==> src/rtl/rxfmt_pkg.sv <==
package rxfmt_pkg;
  localparam int OFF_W      = 11;
  localparam int PAGE_BYTES = 1 << OFF_W;
  localparam int MIN_DATA   = 64;
  localparam int MAX_STD    = 1518;
  localparam int HDR_BYTES  = 4;
  localparam int CRC_BYTES  = 4;
  localparam int TAIL_BYTES = 2;
  localparam logic [31:0] CRC_POLY = 32'hEDB88320;
  localparam logic [7:0]  TAIL_ODD  = 8'h60;
  localparam logic [7:0]  TAIL_EVEN = 8'h40;

  typedef enum logic [2:0] {
    S_IDLE, S_HDR, S_DATA, S_PAD, S_CRC, S_TAIL, S_DONE
  } fmt_state_e;

  function automatic logic [31:0] crc_step(input logic [31:0] c, input logic [7:0] d);
    logic [31:0] r;
    r = c ^ {24'h0, d};
    for (int b = 0; b < 8; b++) begin
      r = r[0] ? ((r >> 1) ^ CRC_POLY) : (r >> 1);
    end
    return r;
  endfunction
endpackage

==> src/rtl/rxfmt_hdr.sv <==
module rxfmt_hdr
  import rxfmt_pkg::*;
#(
  parameter int LEN_W = 12
) (
  input  logic [LEN_W-1:0] frame_len,
  input  logic             strip_crc,
  output logic [15:0]      status_word,
  output logic [15:0]      stored_len,
  output logic             too_big,
  output logic             is_odd,
  output logic             is_short
);
  localparam int SW = LEN_W + 1;

  logic [SW-1:0] base;
  logic [SW-1:0] total;

  always_comb begin
    is_odd   = frame_len[0];
    is_short = frame_len < LEN_W'(MIN_DATA);
    base     = is_short ? SW'(MIN_DATA) : SW'({frame_len[LEN_W-1:1], 1'b0});
    total    = base + SW'(HDR_BYTES + TAIL_BYTES) + (strip_crc ? SW'(0) : SW'(CRC_BYTES));
    too_big  = total > SW'(PAGE_BYTES);
    stored_len = 16'(total);
    status_word      = '0;
    status_word[12]  = is_odd;
    status_word[11]  = frame_len > LEN_W'(MAX_STD);
  end
endmodule

==> src/rtl/rxfmt_crc32.sv <==
module rxfmt_crc32
  import rxfmt_pkg::*;
(
  input  logic        clk,
  input  logic        rst_n,
  input  logic        clr,
  input  logic        en,
  input  logic [7:0]  din,
  output logic [31:0] crc_o
);
  logic [31:0] acc_q;

  always_ff @(posedge clk or negedge rst_n) begin
    if (!rst_n)   acc_q <= '1;
    else if (clr) acc_q <= '1;
    else if (en)  acc_q <= crc_step(acc_q, din);
  end

  assign crc_o = ~acc_q;
endmodule

==> src/rtl/rx_page_formatter.sv <==
module rx_page_formatter
  import rxfmt_pkg::*;
#(
  parameter int LEN_W = 12,
  parameter int PG_W  = 2
) (
  input  logic                  clk,
  input  logic                  rst_n,
  input  logic                  cfg_rx_en,
  input  logic                  cfg_soft_rst,
  input  logic                  cfg_strip_crc,
  input  logic                  start_valid,
  output logic                  start_ready,
  input  logic [LEN_W-1:0]      start_len,
  input  logic [PG_W-1:0]       start_page,
  input  logic                  s_valid,
  output logic                  s_ready,
  input  logic [7:0]            s_data,
  output logic                  wr_en,
  output logic [PG_W+OFF_W-1:0] wr_addr,
  output logic [7:0]            wr_data,
  output logic                  done_o,
  output logic                  reject_o
);
  localparam logic [OFF_W-1:0] PAD_LAST = OFF_W'(HDR_BYTES + MIN_DATA - 1);

  fmt_state_e        state_q;
  logic [OFF_W-1:0]  off_q;
  logic [LEN_W-1:0]  idx_q, len_q;
  logic [1:0]        k_q;
  logic [PG_W-1:0]   page_q;
  logic              keep_q, short_q, long_odd_q, reject_q;
  logic [7:0]        held_q;
  logic [15:0]       stat_q, slen_q;

  logic [15:0] h_status, h_slen;
  logic        h_big, h_odd, h_short;
  logic [31:0] crc_val;
  logic        accept, refuse, take, hold_cyc, last_byte;
  logic        crc_en;
  logic [7:0]  crc_din;

  rxfmt_hdr #(.LEN_W(LEN_W)) u_hdr (
    .frame_len  (start_len),
    .strip_crc  (cfg_strip_crc),
    .status_word(h_status),
    .stored_len (h_slen),
    .too_big    (h_big),
    .is_odd     (h_odd),
    .is_short   (h_short)
  );

  assign refuse    = !cfg_rx_en || cfg_soft_rst || h_big;
  assign accept    = (state_q == S_IDLE) && start_valid && !refuse;
  assign take      = (state_q == S_DATA) && s_valid;
  assign last_byte = idx_q == (len_q - LEN_W'(1));
  assign hold_cyc  = long_odd_q && last_byte;
  assign crc_en    = take || (state_q == S_PAD);
  assign crc_din   = (state_q == S_PAD) ? 8'h00 : s_data;

  rxfmt_crc32 u_crc (
    .clk  (clk),
    .rst_n(rst_n),
    .clr  (accept),
    .en   (crc_en),
    .din  (crc_din),
    .crc_o(crc_val)
  );

  always_comb begin
    start_ready = state_q == S_IDLE;
    s_ready     = state_q == S_DATA;
    done_o      = state_q == S_DONE;
    reject_o    = reject_q;
    wr_addr     = {page_q, off_q};
    wr_en       = 1'b0;
    wr_data     = 8'h00;
    unique case (state_q)
      S_HDR: begin
        wr_en = 1'b1;
        unique case (k_q)
          2'd0: wr_data = stat_q[7:0];
          2'd1: wr_data = stat_q[15:8];
          2'd2: wr_data = slen_q[7:0];
          default: wr_data = slen_q[15:8];
        endcase
      end
      S_DATA: begin
        wr_en   = take && !hold_cyc;
        wr_data = s_data;
      end
      S_PAD: wr_en = 1'b1;
      S_CRC: begin
        wr_en   = 1'b1;
        wr_data = crc_val[8*k_q +: 8];
      end
      S_TAIL: begin
        wr_en = 1'b1;
        if (k_q == 2'd0) wr_data = long_odd_q ? held_q : 8'h00;
        else             wr_data = long_odd_q ? TAIL_ODD : TAIL_EVEN;
      end
      default: ;
    endcase
  end

  always_ff @(posedge clk or negedge rst_n) begin
    if (!rst_n) begin
      state_q    <= S_IDLE;
      off_q      <= '0;
      idx_q      <= '0;
      len_q      <= '0;
      k_q        <= '0;
      page_q     <= '0;
      keep_q     <= 1'b0;
      short_q    <= 1'b0;
      long_odd_q <= 1'b0;
      reject_q   <= 1'b0;
      held_q     <= '0;
      stat_q     <= '0;
      slen_q     <= '0;
    end else begin
      reject_q <= 1'b0;
      unique case (state_q)
        S_IDLE: begin
          if (start_valid && refuse) begin
            reject_q <= 1'b1;
          end else if (accept) begin
            state_q    <= S_HDR;
            off_q      <= '0;
            idx_q      <= '0;
            k_q        <= '0;
            len_q      <= start_len;
            page_q     <= start_page;
            keep_q     <= !cfg_strip_crc;
            short_q    <= h_short;
            long_odd_q <= h_odd && !h_short;
            stat_q     <= h_status;
            slen_q     <= h_slen;
          end
        end
        S_HDR: begin
          off_q <= off_q + 1'b1;
          k_q   <= k_q + 1'b1;
          if (k_q == 2'd3) state_q <= (len_q == '0) ? S_PAD : S_DATA;
        end
        S_DATA: begin
          if (s_valid) begin
            idx_q <= idx_q + 1'b1;
            if (hold_cyc) held_q <= s_data;
            else          off_q  <= off_q + 1'b1;
            if (last_byte) begin
              if (short_q)     state_q <= S_PAD;
              else if (keep_q) state_q <= S_CRC;
              else             state_q <= S_TAIL;
            end
          end
        end
        S_PAD: begin
          off_q <= off_q + 1'b1;
          if (off_q == PAD_LAST) state_q <= keep_q ? S_CRC : S_TAIL;
        end
        S_CRC: begin
          off_q <= off_q + 1'b1;
          k_q   <= k_q + 1'b1;
          if (k_q == 2'd3) state_q <= S_TAIL;
        end
        S_TAIL: begin
          off_q <= off_q + 1'b1;
          k_q   <= k_q + 1'b1;
          if (k_q == 2'd1) state_q <= S_DONE;
        end
        default: state_q <= S_IDLE;
      endcase
    end
  end
endmodule

==> config.mk <==
export PLATFORM = sky130hd
export DESIGN_NAME = rx_page_formatter
export DESIGN_NICKNAME = d
export VERILOG_FILES = /design/src/rtl/rxfmt_pkg.sv /design/src/rtl/rxfmt_hdr.sv /design/src/rtl/rxfmt_crc32.sv /design/src/rtl/rx_page_formatter.sv
export SDC_FILE = /design/constraint.sdc
export NUM_CORES = 1
export LEC_CHECK = 0
export BUFFER_PORTS_ARGS = -buffer_cell sky130_fd_sc_hd__clkbuf_2
export CAP_MARGIN = 15
export CORE_MARGIN = 3
export CORE_UTILIZATION = 37
export CTS_BUF_LIST = sky130_fd_sc_hd__clkbuf_8
export DETAILED_ROUTE_END_ITERATION = 7
export GPL_ROUTABILITY_DRIVEN = 0
export PLACE_DENSITY = 0.62
export SLEW_MARGIN = 15
export SYNTH_ARGS = -nofsm -noshare
export SYNTH_HDL_FRONTEND = slang
export SYNTH_SLANG_ARGS = --single-unit
==> constraint.sdc <==
create_clock -name clk -period 2.6 [get_ports clk]
set_input_delay 0.13 -clock clk [delete_from_list [all_inputs] [get_ports clk]]
set_output_delay 0.13 -clock clk [all_outputs]
set_load 0.1 [all_outputs]
# After elaboration in Yosys (flattened, before gate mapping)

Index checks and enable logic that the tools add are counted.

Output and inout bits: 26
Flip-flop bits (word level): 101

Bitwise logic cells: 11
$add $sub $neg: 6
Reductions and logical operators: 30
Magnitude comparators: 3
Shift-type cells: 1
Muxes and demuxes: 45
Equality and inequality tests: 20

Operator list:

| operator                                             | count |
|---|---|
| 2-to-1 mux 32 bit                                    | 10 |
| NOT 13 -> 14 bit                                     | 8 |
| 2-to-1 mux 12 bit                                    | 4 |
| 2-to-1 mux 11 bit                                    | 4 |
| case mux 11 bit (3 select lines)                     | 1 |
| NOT 32 bit                                           | 1 |
| case mux 8 bit (4 select lines)                      | 1 |
| indexed part select 32 x 6 -> 8 bit                  | 1 |
| bitwise XOR 32 x 8 -> 32 bit                         | 1 |
| 2-to-1 mux 3 bit                                     | 10 |
| 2-to-1 mux 8 bit                                     | 3 |
| case mux 12 bit (2 select lines)                     | 1 |
| case mux 8 bit (3 select lines)                      | 1 |
| case mux 3 bit (6 select lines)                      | 1 |
| adder 13 bit                                         | 1 |
| adder 13 x 3 -> 13 bit, second input constant        | 1 |
| > comparator 13 x 12 -> 1 bit, second input constant | 1 |
| adder 12 x 1 -> 12 bit, second input constant        | 1 |
| equality test 12 bit                                 | 1 |
| > comparator 12 x 11 -> 1 bit, second input constant | 1 |
| zero test 12 bit                                     | 1 |
| < comparator 12 x 7 -> 1 bit, second input constant  | 1 |
| inequality test 2 bit, second input constant         | 6 |
| subtractor 12 x 1 -> 12 bit, second input constant   | 1 |
| 28 further kinds                                     | 54 |

# Depth between registers and ports, before layout

Gate-level depths: netlist (run 1).

Word-level depth: 21
Depth in mapped cells: 18
Depth with buffers taken out: 16

# By module

Synthesis (run 1) repeated with hierarchy kept, for this count alone.

Cell total of the unflattened synthesis: 836
Area total of the unflattened synthesis: 7801.2 um2

Modules (own cells, without submodules):

| module            | cells an instance | times used | area an instance (um2) | seq. area each (um2) |
|---|---|---|---|---|
| rx_page_formatter | 549               | 1          | 4869.7                 | 2152.1 |
| rxfmt_crc32       | 205               | 1          | 2329.7                 | 840.8 |
| rxfmt_hdr         | 82                | 1          | 601.8                  | 0.0 |

# Worst setup path after synthesis (run 1)

OpenSTA, ideal clock, no wires.

Path type: register to output
Start point: register state_q[2]
End point: output wr_data[2]
Path slack: -2.044 ns
Path buffers: 2
Stages on the path, launching flop included: 7
Arrival time: 4.514 ns
Cell sequence: dfrtp_1 -> or2_2 -> clkbuf_1 -> nor2_1 -> clkbuf_1 -> nor3_1 -> o21ai_0

Cells in the longest elaborated chain, start to end: 2
Elaborated cells on any way between the ends: 5
Classes of those cells: eq/ne (4); mux (1)

Ends and longest elaborated chain:

| element                         | RTL line                 | source |
|---|---|---|
| start, declared                 | rx_page_formatter.sv:27  | `fmt_state_e state_q;` |
| start signal, assigned          | rx_page_formatter.sv:144 | `if (k_q == 2'd3) state_q <= (len_q == '0) ? S_PAD : S_DATA;` |
| start signal, assigned          | rx_page_formatter.sv:160 | `if (off_q == PAD_LAST) state_q <= keep_q ? S_CRC : S_TAIL;` |
| equality test 3 x 2 -> 1 bit    | --                       |  |
| net s_ready                     | rx_page_formatter.sv:17  | `output logic s_ready,` |
| case mux 8 bit (4 select lines) | rx_page_formatter.sv:78  | `unique case (state_q)` |
| end, declared                   | rx_page_formatter.sv:21  | `output logic [7:0] wr_data,` |

The timed path passes the listed nets, and every way through them passes these cells.

# Worst setup path after layout (run 1)

Start point: register len_q[6]
End point: output wr_en

Cells in the longest elaborated chain, start to end: 6

Ends and longest elaborated chain:

| element                         | RTL line                 | source |
|---|---|---|
| start, declared                 | rx_page_formatter.sv:29  | `logic [LEN_W-1:0] idx_q, len_q;` |
| start signal, assigned          | rx_page_formatter.sv:132 | `len_q <= start_len;` |
| subtractor 12 x 1 -> 12 bit     | rx_page_formatter.sv:56  | `assign last_byte = idx_q == (len_q - LEN_W'(1));` |
| equality test 12 bit            | rx_page_formatter.sv:56  |  |
| logical AND 1 bit               | rx_page_formatter.sv:57  | `assign hold_cyc = long_odd_q && last_byte;` |
| zero test 1 bit                 | rx_page_formatter.sv:89  | `wr_en = take && !hold_cyc;` |
| logical AND 1 bit               | rx_page_formatter.sv:89  |  |
| case mux 1 bit (2 select lines) | rx_page_formatter.sv:78  |  |
| end, declared                   | rx_page_formatter.sv:19  | `output logic wr_en,` |

Every way passes these cells.

==> impl_metrics.py, run 1 <==
metrics = {
    "final_layout": {
        "layout_commonest_cell": "buf_4",
        "synthToLayoutAreaGrowth_pct": 52.7,
        "layout_common_cells": "108 x buf_4, 70 x nand2_1, 65 x dfrtp_1",
        "nFillCells": 1392,
        "drive_above_1_share_pct": 48.0,
        "diodes": 0,
        "nNetsFinal": 948,
        "final_area_um2": 9880,
    },
    "clock_network": {
        "cts_root_buffer": "clkbuf_8",
        "cts_tree": "done",
        "cts_sinks": 99,
        "clk_pin_slew_ns": 0.10,
        "cts_buffer_depth": 2,
        "cts-htree-levels": 3,
        "cts_buffers": 9,
        "clkLatencyLatePin_ns": 0.39,
    },
    "floorplan": {
        "io-pin-count": 55,
        "die_w_um": 138,
        "die_h_um": 138,
        "core-area_um2": 16800,
        "rows": 47,
        "initial_core_util_pct": 38.5,
        "die_area_um2": 19100,
    },
    "logic_synthesis": {
        "synth_top_area_share_pct": 25.9,
        "synth-seq-cells": 99,
        "netlist_area_um2": 6470,
        "synth.avg_cell_area_um2": 9.14,
        "synth_nets": 751,
        "ys_seq_area_share_pct": 38.9,
        "yosysWarnings": 0,
        "postSynthCellCount": 708,
        "ys_types": 72,
        "synth.area.top_cells": "dfrtp_1 26%, dfstp_2 13%, xnor2_1 6.2%",
        "async_flop_share_pct": 100,
        "yosysTopAreaCell": "dfrtp_1",
        "synth_edf_count": 0,
        "synthFlopType": "dfrtp_1",
    },
    "routing": {
        "drc": 0,
        "ant_nets": 0,
        "drt-total-wl_um": 21100,
        "dr_wl_met2_um": 10700,
        "highest-signal-layer": "met4",
        "drt-initial-drc-count": 347,
        "wl_met3_um": 944,
        "met1_length_um": 9020,
        "wl_per_cell_um": 18.7,
        "vias_per_cell": 5.45,
        "drt-pass1-iter-count": 5,
        "vias": 6160,
    },
    "run": {
        "max-cap-violations": 0,
    },
    "sta": {
        "hold_slack_ns": 0.0266,
        "layout_setup_ws_ns": -0.420,
        "tightest_slew_ns": 0.694,
        "max_freq_ghz": 0.331,
        "fin_crit_sh_pct": 116,
        "min_period_ns": 3.02,
        "slew_viol_final": 0,
        "grt_setup_unrepaired": "yes",
        "setup_viol": 90,
        "hold_viol": 0,
        "slew_headroom_pct": 53.4,
        "skew_ns": 0.0159,
    },
    "worst_hold_path": {
        "hold_path_class": "primary input to register",
    },
    "setup_path": {
        "cp.required_ns": 2.47,
        "reg2reg_from": "len_q[6]$_DFFE_PN0P_",
        "r2r-end": "off_q[5]$_DFFE_PN0P_",
        "ff2ff_path_depth": 12,
        "slowest_delay_ns": 0.58,
        "r2r_setup_slack_ns": -0.34,
        "crit_fanout": 3,
        "worstSetupStartpointType": "register",
        "crit_path_end_kind": "primary output",
        "path_common_cell": "a21oi_2",
        "crit_path_cell_trace": "or4_4, buf_6, o21a_1, o2111ai_2, a221oi_2, and3_1, buf_4, nand2_2, a21oi_2, a21oi_2, buf_12",
        "crit_path_end": "wr_en",
        "worst-setup-path-type": "register to primary output",
        "cp_slowest_cell": "or4_4",
        "worstPathArrival_ns": 2.89,
        "startpoint": "len_q[6]$_DFFE_PN0P_",
    },
    "placement": {
        "placed_area_um2": 8010,
        "portBuffers": 54,
        "hpwl_um": 13400,
    },
    "pwr": {
        "p_sw_mw": 6.18,
        "p_seq_share_pct": 22.2,
        "p_sw_share_pct": 47.4,
        "power.internal_mw": 6.85,
        "p_per_area_nw_per_um2": 1320,
        "vdd_drop_max_uv": 1600,
        "p_leak_nw": 4.22,
        "p_clk_share_pct": 8.8,
        "comb_power_share_pct": 68.9,
    },
    "status": {
        "status": "finished, violations left",
        "violations": "setup timing",
    },
    "global_routing": {
        "grt_max_degree": 61,
        "grt_first_pass_wirelength_um": 29700,
        "antenna_found_initial": 0,
        "grt_use_total_pct": 19.0,
        "overflow": 0,
        "grt_pass1_vias": 5580,
    },
}
## cell usage after synthesis (all sizes together), types with 3 or more instances
cell and n:
a31oi 28, a21oi 27, dfstp 32, o21ai 57
a211oi 4, and3 13, or4 4, dfrtp 67
nand3b 3, mux2 9, o31ai 8, o2111ai 3
nand2 95, a221oi 5, o21a 3, nor2b 9
mux2i 3, xnor2 50, nor4b 3, inv 18
clkbuf 23, or2 3, buf 9, nor3 14
nor2 73, nor3b 4, a32o 3, mux4 8
nand4 8, nand2b 12, nand3 20, xor2 42
or3 3, ha 13
## metal layers
layer / vias to the layer above / global-route usage [%]
li1: 2919 / -
met1: 3050 / 26.2
met2: 161 / 30.4
met3: 30 / 3.59
met4: 0 / 6.14
met5: - / 0
## area by class of cell
type | instances | area (um^2) | share of cell area [%]
multi-input combinational | 561 | 4700 | 47.5
tap | 220 | 275 | 2.79
timing repair buffer | 216 | 2100 | 21.2
sequential | 99 | 2520 | 25.5
clock buffer | 9 | 124 | 1.25
inverter | 18 | 67.6 | 0.684
clock inverter | 7 | 98.8 | 1.00
## kinds of logic (layout without fill, tap and decap cells)
logic type / count (synthesis) / after routing / synth area share [%]
AND/OR/NAND/NOR: 271 / 273 / 20.5
AO/OA/AOI/OAI: 161 / 161 / 16.0
flip-flops: 99 / 99 / 38.9
XOR/XNOR: 93 / 93 / 13.8
buffers and inverters: 50 / 250 / 3.15
multiplexers: 20 / 20 / 4.82
adder cells (fa/ha/maj): 14 / 14 / 2.82
## critical path: cells and delay by family (launching register included)
kind | cells | cell delay [ns]
buffers and inverters | 3 | 0.49
AO/OA/AOI/OAI | 5 | 0.76
flip-flops | 1 | 0.39
AND/OR/NAND/NOR | 3 | 0.86
## state kept, by name (all words and copies together), names as in the netlist
register,count
u_crc.acc_q,32
idx_q,12
len_q,12
slen_q,12
off_q,11
held_q,8
state_q,3
k_q,2
page_q,2
keep_q,1
long_odd_q,1
reject_o,1
short_q,1
stat_q,1
## power groups by stage
stage | Clock (mW) | Combinational, mW | Sequential (mW)
after floorplan | 0 | 4.85 | 2.98
after global placement | 0 | 7.04 | 2.77
after detailed placement | 0 | 7.09 | 2.79
after CTS | 1.18 | 7.34 | 2.76
after global routing | 1.25 | 9.57 | 2.95
final | 1.15 | 8.98 | 2.90
## per-stage QoR
step / TNS [ns] / cells / power [mW] / util (%) / setup WS, ns
2_1_floorplan: -32.54 / 708 / 7.83 / - / -0.660
3_3_place_gp: -52.38 / 1055 / 9.81 / 47.6 / -0.852
3_5_place_dp: -54.81 / 1055 / 9.87 / 47.6 / -0.882
4_1_cts: -3.32 / 1087 / 11.3 / 50.5 / -0.397
5_1_grt: -24.77 / 1130 / 13.8 / 58.7 / -0.552
6_report: -16.95 / 1130 / 13.0 / 58.7 / -0.420
## how the worst min path moves through the flow
| stage | from | end | depth (start not counted) | slack, ns |
|---|---|---|---|---|
| 3_3_place_gp | rst_n | len_q[2]$_DFFE_PN0P_ | 1 | 0.16 |
| 4_1_cts | s_data[4] | held_q[4]$_DFFE_PN0P_ | 2 | 0.007 |
| 2_1_floorplan | rst_n | held_q[0]$_DFFE_PN0P_ | 0 | -0.17 |
| 5_1_grt | s_data[4] | held_q[4]$_DFFE_PN0P_ | 2 | 0.008 |
| 3_5_place_dp | rst_n | len_q[2]$_DFFE_PN0P_ | 1 | 0.16 |
| 6_report | s_data[4] | held_q[4]$_DFFE_PN0P_ | 2 | 0.03 |
## timing repair
action | CTS | global route
hold buffers | 9 | 0
pin swaps | 8 | 30
buffers inserted | 7 | 26
hold endpoints to repair | 47 | 0
resized for setup | 29 | 212
setup endpoints to repair | 101 | 105
gates cloned | 0 | 17
Power figures use the tool's default switching activity.
==> run 2, diff against run 1 <==
- REMOVE_ABC_BUFFERS: not set -> 1
==> run 2 against run 1 <==
Effect of this change:
- the flow still finishes with violations (setup timing)
- die area stayed put
- global-route usage is 1.9 points higher
- final area is 2.7% lower
- final cell count is 1.3% lower
- wire length is 2.5% lower
- clock power is 20% lower
- clock skew is 0.0033 ns lower
- hold slack worse by 0.0042 ns
- first-iteration DRC count is 16% higher
- sequential share of layout area is 0.69 points higher
- clock-buffer cell count stayed put
- critical path type is now primary input to register
==> impl_metrics.py, run 2 (synthesized netlist as in run 1, its figures left out) <==
metrics = {
    "status": {
        "status": "finished, violations left",
        "violations": "setup timing",
    },
    "routing": {
        "ant_nets": 0,
        "drc": 0,
        "drt-initial-drc-count": 401,
        "wl_per_cell_um": 18.4,
        "drt-pass1-iter-count": 5,
        "vias_per_cell": 5.49,
        "drt-total-wl_um": 20600,
        "vias": 6123,
    },
    "global_routing": {
        "antenna_found_initial": 0,
        "grt_pass1_vias": 6104,
        "grt_use_total_pct": 20.9,
        "overflow": 0,
        "grt_max_degree": 61,
        "grt_first_pass_wirelength_um": 32600,
    },
    "sta": {
        "layout_setup_ws_ns": -0.312,
        "tightest_slew_ns": 0.737,
        "hold_viol": 0,
        "setup-tns-final_ns": -17.64,
        "slew_headroom_pct": 50.8,
        "slew_viol_final": 0,
        "fin_crit_sh_pct": 112,
        "grt_setup_unrepaired": "yes",
        "max_freq_ghz": 0.343,
        "skew_ns": 0.0125,
        "min_period_ns": 2.91,
        "hold_slack_ns": 0.0225,
        "setup_viol": 91,
    },
    "final_layout": {
        "synthToLayoutAreaGrowth_pct": 48.6,
        "largest_reg_flops": 32,
        "drive_above_1_share_pct": 48.4,
        "nFillCells": 1413,
        "layout_common_cells": "104 x buf_4, 66 x dfrtp_1, 59 x nand2_1",
        "multi_input_area_um2": 4600,
        "nNetsFinal": 933,
        "ff_latch_area_um2": 2520,
        "diodes": 0,
        "layout_commonest_cell": "buf_4",
        "top_register": "u_crc.acc_q",
    },
    "setup_path": {
        "crit_fanout": 5,
        "r2r_setup_slack_ns": -0.19,
        "worstSetupStartpointType": "primary input",
        "worstPathArrival_ns": 3.21,
        "worst-setup-path-type": "primary input to register",
        "crit_path_end_kind": "register",
        "cp.required_ns": 2.90,
    },
    "placement": {
        "portBuffers": 54,
        "hpwl_um": 13500,
    },
    "floorplan": {
        "rows": 47,
        "die_area_um2": 19100,
        "die_h_um": 138,
        "core-area_um2": 16800,
        "die_w_um": 138,
        "initial_core_util_pct": 38.5,
        "io-pin-count": 55,
    },
    "run": {
        "max-cap-violations": 0,
    },
    "clock_network": {
        "clkLatencyLatePin_ns": 0.39,
        "cts_tree": "done",
        "clk_pin_slew_ns": 0.10,
        "cts_buffers": 9,
        "cts_sinks": 99,
        "cts_root_buffer": "clkbuf_8",
        "cts-htree-levels": 3,
        "cts_buffer_depth": 2,
    },
    "pwr": {
        "p_per_area_nw_per_um2": 1320,
        "vdd_drop_max_uv": 1220,
        "p_leak_nw": 4.07,
    },
    "worst_hold_path": {
        "hold_path_class": "primary input to register",
    },
}
==> run 2: changes by cell type in the layout (fill, tap and decap cells not counted), moves of 10 or more <==
cell	delta
nand2_4	+11
a21oi_2	+12
a31oi_4	-10
nand2_1	-11
o21ai_1	-13
==> run 2: through the flow <==
| step | total power [mW] | instance area (um^2) | utilization [%] | worst slack (ns) | std cells |
|---|---|---|---|---|---|
| after floorplan | 7.65 | 6330 | - | -3.04 | 676 |
| after global placement | 9.81 | 7880 | 46.8 | -0.947 | 1057 |
| after detailed placement | 9.91 | 7880 | 46.8 | -1.03 | 1057 |
| after CTS | 12.1 | 9100 | 54.1 | -0.324 | 1109 |
| after global routing | 13.5 | 9610 | 57.2 | -0.453 | 1115 |
| final | 12.7 | 9610 | 57.2 | -0.312 | 1115 |
==> run 2: critical path, stage by stage <==
cell	delay, ns
buf_8	0.10
nor2_4	0.12
nand3_2	0.09
nand2_1	0.07
ha_1	0.23
inv_2	0.07
ha_4	0.13
inv_2	0.04
fa_2	0.35
nand2b_4	0.16
o31a_1	0.28
nor4b_4	0.32
nand4_2	0.20
a32oi_2	0.30
o31ai_4	0.13
or2_4	0.30
o31ai_1	0.19
==> run 2: per-layer routing <==
layer / track usage (%) / share of wire [%] / vias up
li1: - / - / 2886
met1: 29.6 / 45 / 3036
met2: 33.2 / 48 / 153
met3: 3.25 / 4.3 / 48
met4: 6.55 / 2.8 / 0
met5: 0 / 0 / -
==> run 2: worst paths after layout <==
path,start,endpoint,cells past startpoint
max in group asynchronous,rst_n,u_crc.acc_q[4]$_DFFE_PN1P_,3
hold / removal,s_data[7],held_q[7]$_DFFE_PN0P_,2
setup reg to reg,len_q[7]$_DFFE_PN0P_,off_q[10]$_DFFE_PN0P_,10
setup / recovery,start_len[6],off_q[10]$_DFFE_PN0P_,17
hold reg to reg,slen_q[11]$_DFFE_PN0P_,slen_q[11]$_DFFE_PN0P_,2
min in group asynchronous,rst_n,len_q[4]$_DFFE_PN0P_,2
==> run 2: final cells by class <==
type	instances	share of cell area [%]
flip-flops and latches	99	26.2
well taps	220	2.86
inverters	18	0.703
multi-input cells	560	47.8
clock inverters	7	0.390
clock buffers	9	1.29
repair buffers	202	20.8
==> run 2: power breakdown <==
group / switching, mW / total, mW / internal [mW] / leakage (nW)
clock: 0.576 / 0.918 / 0.342 / 0.0981
combinational: 4.81 / 8.83 / 4.03 / 2.75
sequential: 0.687 / 2.97 / 2.28 / 1.22
==> run 2: repair_timing <==
item,4_1_cts,5_1_grt
setup buffers,23,10
gates resized for setup,169,130
hold endpoints to repair,33,0
hold buffers,4,0
endpoints found under the setup margin,104,105
gates cloned,11,2
pin swaps,40,37
